File: src/rtl/lv_enable_pkg.sv
package lv_enable_pkg;

  localparam int SLOT_W = 8;

  typedef struct packed {
    logic              wrStb;
    logic              rdStb;
    logic              keyHit;
    logic [SLOT_W-1:0] slot;
  } bankStrobeT;

endpackage

File: src/rtl/lv_enable_ctrl.sv
module lv_enable_ctrl
  import lv_enable_pkg::*;
#(
  parameter int          NUM_DOMAINS = 8,
  parameter int          ADDR_W      = 12,
  parameter int          KEY_W       = 16,
  parameter logic [15:0] KEY         = 16'h1018,
  parameter int          BASE_OFFSET = 'h50
) (
  input  logic              clk,
  input  logic              rstN,
  input  logic              busSel,
  input  logic              busWrite,
  input  logic [ADDR_W-1:0] busAddr,
  input  logic [31:0]       busWdata,
  output bankStrobeT        stb
);

  localparam logic [ADDR_W-1:0] BASE_A = ADDR_W'(BASE_OFFSET);
  localparam logic [ADDR_W-1:0] LIMIT  = ADDR_W'(NUM_DOMAINS);

  logic [ADDR_W-1:0] offset;
  logic [ADDR_W-1:0] wordIdx;
  logic              inBank;

  always_comb begin
    offset  = busAddr - BASE_A;
    wordIdx = offset >> 2;
    inBank  = (busAddr >= BASE_A) && (offset[1:0] == 2'b00) && (wordIdx < LIMIT);
    stb.wrStb  = busSel && busWrite && inBank;
    stb.rdStb  = busSel && !busWrite && inBank;
    stb.keyHit = (busWdata[KEY_W-1:0] == KEY[KEY_W-1:0]);
    stb.slot   = SLOT_W'(wordIdx);
  end

  // misaligned writes never reach the datapath
  a_r6_misaligned_no_write: assert property (@(posedge clk) disable iff (!rstN)
    (busSel && busWrite && busAddr[1:0] != 2'b00) |-> !stb.wrStb);

  // writes below the base never reach the datapath
  a_r6_below_no_write: assert property (@(posedge clk) disable iff (!rstN)
    (busSel && busWrite && busAddr < BASE_A) |-> !stb.wrStb);

endmodule

File: src/rtl/lv_enable_dp.sv
module lv_enable_dp
  import lv_enable_pkg::*;
#(
  parameter int NUM_DOMAINS = 8
) (
  input  logic                   clk,
  input  logic                   rstN,
  input  bankStrobeT             stb,
  output logic [NUM_DOMAINS-1:0] enOut,
  output logic                   rdBit
);

  localparam int IDX_W = (NUM_DOMAINS > 1) ? $clog2(NUM_DOMAINS) : 1;

  logic [NUM_DOMAINS-1:0] enReg;
  logic [(2**IDX_W)-1:0]  enPad;

  for (genvar i = 0; i < NUM_DOMAINS; i++) begin : g_dom
    always_ff @(posedge clk or negedge rstN) begin
      if (!rstN)
        enReg[i] <= 1'b0;
      else if (stb.wrStb && stb.slot == SLOT_W'(i))
        enReg[i] <= stb.keyHit;
    end
  end

  always_comb begin
    rdBit = 1'b0;
    for (int i = 0; i < NUM_DOMAINS; i++)
      if (stb.rdStb && stb.slot == SLOT_W'(i)) rdBit = enReg[i];
  end

  assign enOut = enReg;
  assign enPad = (2**IDX_W)'(enReg);

  // key write sets the addressed domain
  a_r2_key_sets: assert property (@(posedge clk) disable iff (!rstN)
    (stb.wrStb && stb.keyHit) |=> enPad[$past(stb.slot[IDX_W-1:0])]);

  // non-key write clears the addressed domain
  a_r3_nokey_clears: assert property (@(posedge clk) disable iff (!rstN)
    (stb.wrStb && !stb.keyHit) |=> !enPad[$past(stb.slot[IDX_W-1:0])]);

  // no in-bank write, no change
  a_r6_idle_stable: assert property (@(posedge clk) disable iff (!rstN)
    !stb.wrStb |=> $stable(enReg));

  // one write touches at most one domain
  a_r8_single_change: assert property (@(posedge clk) disable iff (!rstN)
    stb.wrStb |=> ($countones(enReg ^ $past(enReg)) <= 1));

endmodule

File: src/rtl/lv_enable_bank.sv
module lv_enable_bank
  import lv_enable_pkg::*;
#(
  parameter int          NUM_DOMAINS = 8,
  parameter int          ADDR_W      = 12,
  parameter int          KEY_W       = 16,
  parameter logic [15:0] KEY         = 16'h1018,
  parameter int          BASE_OFFSET = 'h50
) (
  input  logic                   clk,
  input  logic                   rstN,
  input  logic                   busSel,
  input  logic                   busWrite,
  input  logic [ADDR_W-1:0]      busAddr,
  input  logic [31:0]            busWdata,
  output logic [31:0]            busRdata,
  output logic [NUM_DOMAINS-1:0] lvEnable
);

  bankStrobeT stb;
  logic       rdBit;

  lv_enable_ctrl #(
    .NUM_DOMAINS(NUM_DOMAINS), .ADDR_W(ADDR_W), .KEY_W(KEY_W),
    .KEY(KEY), .BASE_OFFSET(BASE_OFFSET)
  ) ctrl_i (
    .clk(clk), .rstN(rstN), .busSel(busSel), .busWrite(busWrite),
    .busAddr(busAddr), .busWdata(busWdata), .stb(stb)
  );

  lv_enable_dp #(.NUM_DOMAINS(NUM_DOMAINS)) dp_i (
    .clk(clk), .rstN(rstN), .stb(stb), .enOut(lvEnable), .rdBit(rdBit)
  );

  assign busRdata = {31'b0, rdBit};

  // status word carries only bit 0
  a_r5_upper_zero: assert property (@(posedge clk) disable iff (!rstN)
    busRdata[31:1] == 31'b0);

  // no read, no data
  a_r7_idle_zero: assert property (@(posedge clk) disable iff (!rstN)
    (!busSel || busWrite) |-> busRdata == 32'b0);

endmodule

File: config.mk
export PLATFORM = sky130hd
export DESIGN_NAME = lv_enable_bank
export DESIGN_NICKNAME = d
export VERILOG_FILES = /design/src/rtl/lv_enable_pkg.sv /design/src/rtl/lv_enable_ctrl.sv /design/src/rtl/lv_enable_dp.sv /design/src/rtl/lv_enable_bank.sv
export SDC_FILE = /design/constraint.sdc
export NUM_CORES = 1
export LEC_CHECK = 0
export ABC_AREA = 0
export CAP_MARGIN = 5
export CORE_ASPECT_RATIO = 1.25
export CORE_UTILIZATION = 32
export DETAILED_ROUTE_END_ITERATION = 8
export HOLD_SLACK_MARGIN = 0.03
export PLACE_DENSITY = 0.83
export REMOVE_ABC_BUFFERS = 1
export SLEW_MARGIN = 5
export SYNTH_ARGS = -nofsm -noshare
export SYNTH_HDL_FRONTEND = slang
export SYNTH_SLANG_ARGS = --single-unit
File: constraint.sdc
create_clock -name clk -period 3.33 [get_ports clk]
set_input_delay 0.666 -clock clk [delete_from_list [all_inputs] [get_ports clk]]
set_output_delay 0.666 -clock clk [all_outputs]
set_load 0.005 [all_outputs]
# After elaboration in Yosys (flattened, before gate mapping)
# Index checks and enable logic that the tools add are counted.
# word_totals
regBits	8
latchBits	0
mem_bits_rw	0
mem_bits_ro	0
wordCells	52
memories	0
# op_classes
n_addsub	1
n_mul	0
div_mod_pow	0
magnitude_cmp	2
n_eq_ne	8
n_shift	0
n_mux	8
n_bitwise	0
reduce_logical	25
# ops
operator	n
$eq A8 B3 Y1 const B	4
$logic_and A1 B1 Y1	22
$eq A16 B13 Y1 const B	1
$eq A8 B2 Y1 const B	2
$ge A12 B7 Y1 const B	1
$sub A12 B7 Y12 const B	1
$lt A10 B4 Y1 const B	1
$eq A8 B1 Y1 const B	1
$logic_not A8 Y1	1
$mux W1	8
$logic_not A2 Y1	1
$logic_not A1 Y1	1

# Longest topological paths before layout
# Gate-level depths: netlist of run 1.
# depth
ltp_word	14
depth_mapped	8

# Modules after synthesis
# From an unflattened synthesis of run 1, not the netlist that was laid out.
# unflattened
cells_unflattened	109
area_unflattened_um2	959.7
# by_module_without_submodules
module	instances	cells_per_inst	area_each_um2
lv_enable_dp	1	47	501.7
lv_enable_bank	1	33	244.0
lv_enable_ctrl	1	29	214.0

# Worst setup path before layout of run 1
# Ideal clock, no wire load.
# synth_timing
kind	input to output
startpoint	input port busAddr[4]
endpoint	output port busRdata[0]
arrival_time_ns	1.759
t_required_ns	2.664
path_slack_ns	0.905
path_stages	8
path_buffers	2
cell_sequence	inv_1 ha_1 nor4bb_1 and3_1 buf_6 nand3_1 a21oi_1 buf_4
# synth_via
elab_chain_len	13
elab_cells_between_ends	30
classes_between	1 x add/sub; 2 x order compare; 7 x eq/ne; 8 x mux; 12 x reduce/logical
# synth_rtl
element	line_no	text
start: declaration	lv_enable_bank.sv:14	input logic [ADDR_W-1:0] busAddr,
$sub A12 B7 Y12 or $ge A12 B7 Y1 (tied branches)	lv_enable_ctrl.sv:27, lv_enable_ctrl.sv:29	
$lt A10 B4 Y1 or $logic_and A1 B1 Y1 (tied branches)	lv_enable_ctrl.sv:29	inBank = (busAddr >= BASE_A) && (offset[1:0] == 2'b00) && (wordIdx < LIMIT);
$logic_and A1 B1 Y1	lv_enable_ctrl.sv:29	
$logic_and A1 B1 Y1	lv_enable_ctrl.sv:31	stb.rdStb = busSel && !busWrite && inBank;
$logic_and A1 B1 Y1	lv_enable_dp.sv:30	if (stb.rdStb && stb.slot == SLOT_W'(i)) rdBit = enReg[i];
$mux W1 (7 in series)	lv_enable_dp.sv:30	
$mux W1 (*)	lv_enable_dp.sv:30	
end: declaration	lv_enable_bank.sv:16	output logic [31:0] busRdata,
# Mark *: on every way between the ends. The rest lies on a longest branch, timed or not.

# Final worst setup path of run 1
# Same ends and word-level chain as after synthesis.

==> flow_summary.ini, run 1 <==
[final_layout]
areaGrowthSynthToFinish_pct = 39.1
layout.nets = 189
mostFrequentLayoutCells = clkdlybuf4s50_1, conb_1, mux2_1, dfrtp_1, nand4_1
diodes = 0
final_cells = 170
drive_gt1_share_pct = 7.35
largest_reg_flops = 8
mostFrequentLayoutCell = clkdlybuf4s50_1
finalCoreUtilization_pct = 46.5

[clocking]
cts_sinks = 8
clk_latency_ns = 0.25
cts_buffer_depth = 2
clk_pin_slew_ns = 0.05
cts_hold_buf = 0
cts-root-buf = clkbuf_4
cts_tree = yes
htreeDepth = 1
numCtsBuffers = 3

[placed_design]
pre_cts_slack_ns = 0.0113
hpwl_um = 1560
io_buffers = 40
gp_congestion = 0.847
placed_cells = 166

[synthesis]
syn_avg_cell_area_sq_um = 9.44
seq_area_frac_synth_pct = 22.6
syn-instance-count = 94
ys_seq_elements = 8
netlist_area_sq_um = 887
yosys_warnings = 0
synth_cell_types = 31

[grt]
grt.overflow.total = 0
grtUsageTotal_pct = 12.3
grt_use_met3_pct = 2.76
antenna_found_initial = 0
grt_max_degree = 10
grt_pass1_wl_um = 2780
grt.met2_usage_pct = 24.3
grt_pass1_vias = 676
grt_util_met1_pct = 12.2
gr-max-usage-layer = met2

[timing]
fin_ws_ns = 0.295
setup_viol = 0
max_freq_ghz = 0.329
fin_crit_sh_pct = 91.2
rsz0062_at_grt = no
hold_viol = 0
drv_slew = 0
fin_crit_ns = 3.04
setup-tns-final_ns = 0
finClkSkew_ns = 0

[detailed_routing]
drt-pass1-iter-count = 4
vias = 767
routedWlPerCell_um = 10.3
wl_um = 1750
postRouteAntennaNets = 0
drc = 0
vias_per_cell = 4.51
drt_iter0_markers = 10

[power]
power_density_nw_per_um2 = 197
leakagePower_nw = 0.578
total_power_mw = 0.243
irDropWorstVdd_mv = 0.125

[floorplan]
io_pins = 88
die-area_sq_um = 2990
die_x_um = 49.1
core_sq_um = 2650
die_h_um = 60.9
initial_core_util_pct = 33.4
rows = 21

[worst_setup_path]
rr_worst_depth = 1
critPathMaxFanout = 2
cp_slowest_cell = clkdlybuf4s50_1
cp-end-kind = output port
path_class = input port to output port
worstPathCellList = clkdlybuf4s50_1 > inv_1 > ha_1 > nor4bb_1 > and3_1 > nand3_1 > a21oi_1 > dlygate4sd2_1
critPathRequiredTime_ns = 2.66
slowest_delay_ns = 0.48
arrival_ns = 2.37
start_kind = input port

[worst_hold_path]
min_path_cells = 1
min_path_type = flip-flop to flip-flop

[run_status]
outcome = complete, no violations

[flow_run]
maxCapViolCount = 0
## through the flow
stage | hold WS [ns] | area (sq um)
6_report | 0.519 | 1230
5_1_grt | 0.551 | 1230
4_1_cts | 0.521 | 1230
3_5_place_dp | 0.507 | 1200
3_3_place_gp | 0.517 | 1200
2_1_floorplan | 0.370 | 739
## worst paths after layout
path,startpoint,endpoint,slack (ns)
max,busAddr[4],busRdata[0],0.29
min,dp_i.enOut[5],dp_i.enOut[5],0.52
max reg2reg,dp_i.enOut[7],dp_i.enOut[7],2.49
min reg2reg,dp_i.enOut[5],dp_i.enOut[5],0.52
max in group asynchronous,rstN,dp_i.enOut[5],2.37
min in group asynchronous,rstN,dp_i.enOut[0],0.69
## cell families (layout without fill, tap and decap cells)
group,count (synthesis),in the layout,share of synthesized area (%)
XOR/XNOR,2,2,4.09
multiplexers,12,12,14.8
adder cells (fa/ha/maj),3,3,4.23
AO/OA/AOI/OAI,5,5,4.23
flip-flops,8,8,22.6
other,1,31,0.423
buffers and inverters,37,49,30.2
AND/OR/NAND/NOR,26,26,19.5
## cells in the mapped netlist (all sizes together)
master | count | area share, %
o21ai | 1 | 0.99
and3b | 1 | 0.99
xor2 | 1 | 0.99
nor4b | 3 | 3.0
xnor2 | 1 | 3.1
nand3 | 1 | 0.56
buf | 34 | 29
mux2i | 3 | 3.4
mux2 | 9 | 11
nand4b | 2 | 2.0
a21oi | 1 | 0.56
and3 | 1 | 0.71
nor2b | 2 | 1.4
and4 | 1 | 0.99
nor4 | 2 | 1.4
dfrtp | 8 | 23
nor4bb | 1 | 1.1
o311ai | 1 | 0.99
a31oi | 1 | 0.71
ha | 3 | 4.2
and2 | 2 | 1.4
o221ai | 1 | 0.99
inv | 2 | 0.85
conb | 1 | 0.42
nand2 | 2 | 0.85
clkbuf | 1 | 0.42
nor2 | 2 | 0.85
nand4 | 6 | 4.2
## area by class of cell
cell class              instances  area, sq um
fillers                       257         1420
multi-input cells              79          532
repair buffers                 44          429
flip-flops and latches          8          200
well taps                      34         42.5
clock buffers                   3         22.5
inverters                       2         7.51
## power by group
group          switching [mW]  internal (mW)
Clock                  0.0306         0.0411
Sequential      0.00000000724         0.0974
Combinational          0.0305         0.0439
Total                  0.0611          0.182
## per-layer routing
metal / vias up / part of all wire (%)
met1: 352 / 32
met4: 0 / 0.80
met5: - / 0
li1: 354 / -
met2: 59 / 57
met3: 2 / 11
## worst max-delay path, delay by kind of cell
family | cells | cell delay [ns]
buffers and inverters | 3 | 0.78
AOI/OAI and AO/OA | 1 | 0.12
adders and majority gates | 1 | 0.28
and+or+nand+nor | 3 | 0.51
## timing repair
action | CTS | global route
endpoints found under the hold margin | 0 | 0
resized for setup | 1 | 0
buffers inserted | 1 | 0
setup endpoints to repair | 1 | 0
Power figures use the tool's default switching activity.
==> run 2: changes to the inputs <==
--- a/config.mk
+++ b/config.mk
@@ -13,6 +13,7 @@
 export HOLD_SLACK_MARGIN = 0.03
 export PLACE_DENSITY = 0.83
 export REMOVE_ABC_BUFFERS = 1
+export SETUP_SLACK_MARGIN = 0.4
 export SLEW_MARGIN = 5
 export SYNTH_ARGS = -nofsm -noshare
 export SYNTH_HDL_FRONTEND = slang
==> run 2 against run 1 <==
Effect of this change: total power grew 0.21%; count of clock-buffer cells in the layout is the same; sequential share of layout area is essentially flat; routed wire length grew 0.86%; clock power is essentially flat; register-to-register slack is essentially flat; global-route usage is the same; non-clock buffer count is the same; die area is the same; fmax grew 6.7%; worst hold slack is the same; largest cell class unchanged; highest routed layer unchanged.
==> flow_summary.ini, run 2 (synthesis gave the netlist of run 1 again) <==
[clocking]
cts-root-buf = clkbuf_4
clk_latency_ns = 0.25
cts_buffer_depth = 2
numCtsBuffers = 3
htreeDepth = 1
cts_sinks = 8
cts_tree = yes
clk_pin_slew_ns = 0.05

[grt]
antenna_found_initial = 0
grt_pass1_wl_um = 2780
grt.overflow.total = 0
grt_max_degree = 10
grtUsageTotal_pct = 12.3
grt_pass1_vias = 676

[worst_setup_path]
critPathMaxFanout = 2
arrival_ns = 2.18
critPathRequiredTime_ns = 2.66
slowest_delay_ns = 0.50
worst-path-stages = 8
worstPathCellList = clkdlybuf4s50_1 > inv_2 > ha_1 > nor4bb_1 > and3_1 > nand3_2 > a21oi_2 > buf_2
cp_slowest_cell = clkdlybuf4s50_1
worst-path-buf-inv = 3
crit_family = buffers and inverters
cp-end-kind = output port
start_kind = input port
rr_worst_depth = 1
path_class = input port to output port

[timing]
fin_crit_ns = 2.84
hold_viol = 0
rsz0062_at_grt = no
setup_viol = 0
fin_crit_sh_pct = 85.4
max_freq_ghz = 0.352
finClkSkew_ns = 0
setup-tns-final_ns = 0
drv_slew = 0

[floorplan]
rows = 21
die_h_um = 60.9
die_x_um = 49.1
io_pins = 88
initial_core_util_pct = 33.4
core_sq_um = 2650
die-area_sq_um = 2990

[placed_design]
hpwl_um = 1560
placed_area_sq_um = 1200
gp_congestion = 0.847
io_buffers = 40

[final_layout]
diodes = 0
final_area_sq_um = 1240
layout.nets = 189
largest_reg_flops = 8
areaGrowthSynthToFinish_pct = 39.5
drive_gt1_share_pct = 10.3
mostFrequentLayoutCell = clkdlybuf4s50_1
mostFrequentLayoutCells = clkdlybuf4s50_1, conb_1, mux2_1, dfrtp_1, nand4_1

[worst_hold_path]
min_path_type = flip-flop to flip-flop
min_path_cells = 1

[detailed_routing]
drc = 0
vias_per_cell = 4.54
wl_um = 1760
vias = 771
routedWlPerCell_um = 10.4
drt-pass1-iter-count = 4
postRouteAntennaNets = 0
drt_iter0_markers = 7

[power]
leakagePower_nw = 0.577
power_density_nw_per_um2 = 197
irDropWorstVdd_mv = 0.125

[flow_run]
maxCapViolCount = 0

[run_status]
outcome = complete, no violations
## run 2: power by group
part | internal [mW] | leakage (nW) | switching, mW
clock network | 0.0411 | 0.0138 | 0.0307
logic | 0.0435 | 0.452 | 0.0313
registers | 0.0974 | 0.112 | 0.00000000727
total | 0.182 | 0.577 | 0.0620
## run 2: repair_timing
action                     in CTS  in global routing
gates resized for setup         4                  4
gates cloned                    0                  0
pin swaps                       2                  1
hold buffers                    0                  0
setup endpoints to repair       1                  1
hold endpoints to repair        0                  0
setup buffers                   1                  0
## run 2: final cells by class
| type | instances | area [sq um] |
|---|---|---|
| multi-input cells | 79 | 541 |
| flip-flops and latches | 8 | 200 |
| clock buffers | 3 | 22.5 |
| repair buffers | 44 | 424 |
| fillers | 256 | 1420 |
| inverters | 2 | 7.51 |
| well taps | 34 | 42.5 |
## run 2: worst paths after layout
| kind | endpoint | slack (ns) | startpoint |
|---|---|---|---|
| hold reg to reg | dp_i.enOut[5] | 0.52 | dp_i.enOut[5] |
| setup / recovery | busRdata[0] | 0.49 | busAddr[4] |
| setup reg to reg | dp_i.enOut[7] | 2.49 | dp_i.enOut[7] |
| max in group asynchronous | dp_i.enOut[5] | 2.37 | rstN |
| hold / removal | dp_i.enOut[5] | 0.52 | dp_i.enOut[5] |
| min in group asynchronous | dp_i.enOut[0] | 0.69 | rstN |
## run 2: metrics by stage
stage | instances | setup slack [ns] | power (mW) | utilization (%) | hold slack [ns]
after floorplan | 89 | 0.951 | 0.125 | - | 0.370
after global placement | 166 | 0.0230 | 0.171 | 45.4 | 0.517
after detailed placement | 166 | 0.0113 | 0.173 | 45.4 | 0.507
after CTS | 170 | 0.446 | 0.245 | 46.3 | 0.521
after global routing | 170 | 0.390 | 0.261 | 46.6 | 0.551
final | 170 | 0.486 | 0.244 | 46.6 | 0.519
## run 2: layer usage
metal	track usage, %	up-vias	wire (um)
met1	12.2	358	574
met2	24.3	56	998
li1	-	355	-
met3	2.76	2	177
met5	0	-	0
met4	6.30	0	14
==> run 3: changes to the inputs <==
--- a/config.mk
+++ b/config.mk
@@ -9,6 +9,7 @@
 export CAP_MARGIN = 5
 export CORE_ASPECT_RATIO = 1.25
 export CORE_UTILIZATION = 32
+export CTS_CLUSTER_DIAMETER = 100
 export DETAILED_ROUTE_END_ITERATION = 8
 export HOLD_SLACK_MARGIN = 0.03
 export PLACE_DENSITY = 0.83
==> results of run 3 <==
Same layout as run 2: the final DEF is identical, and so are final timing and power.
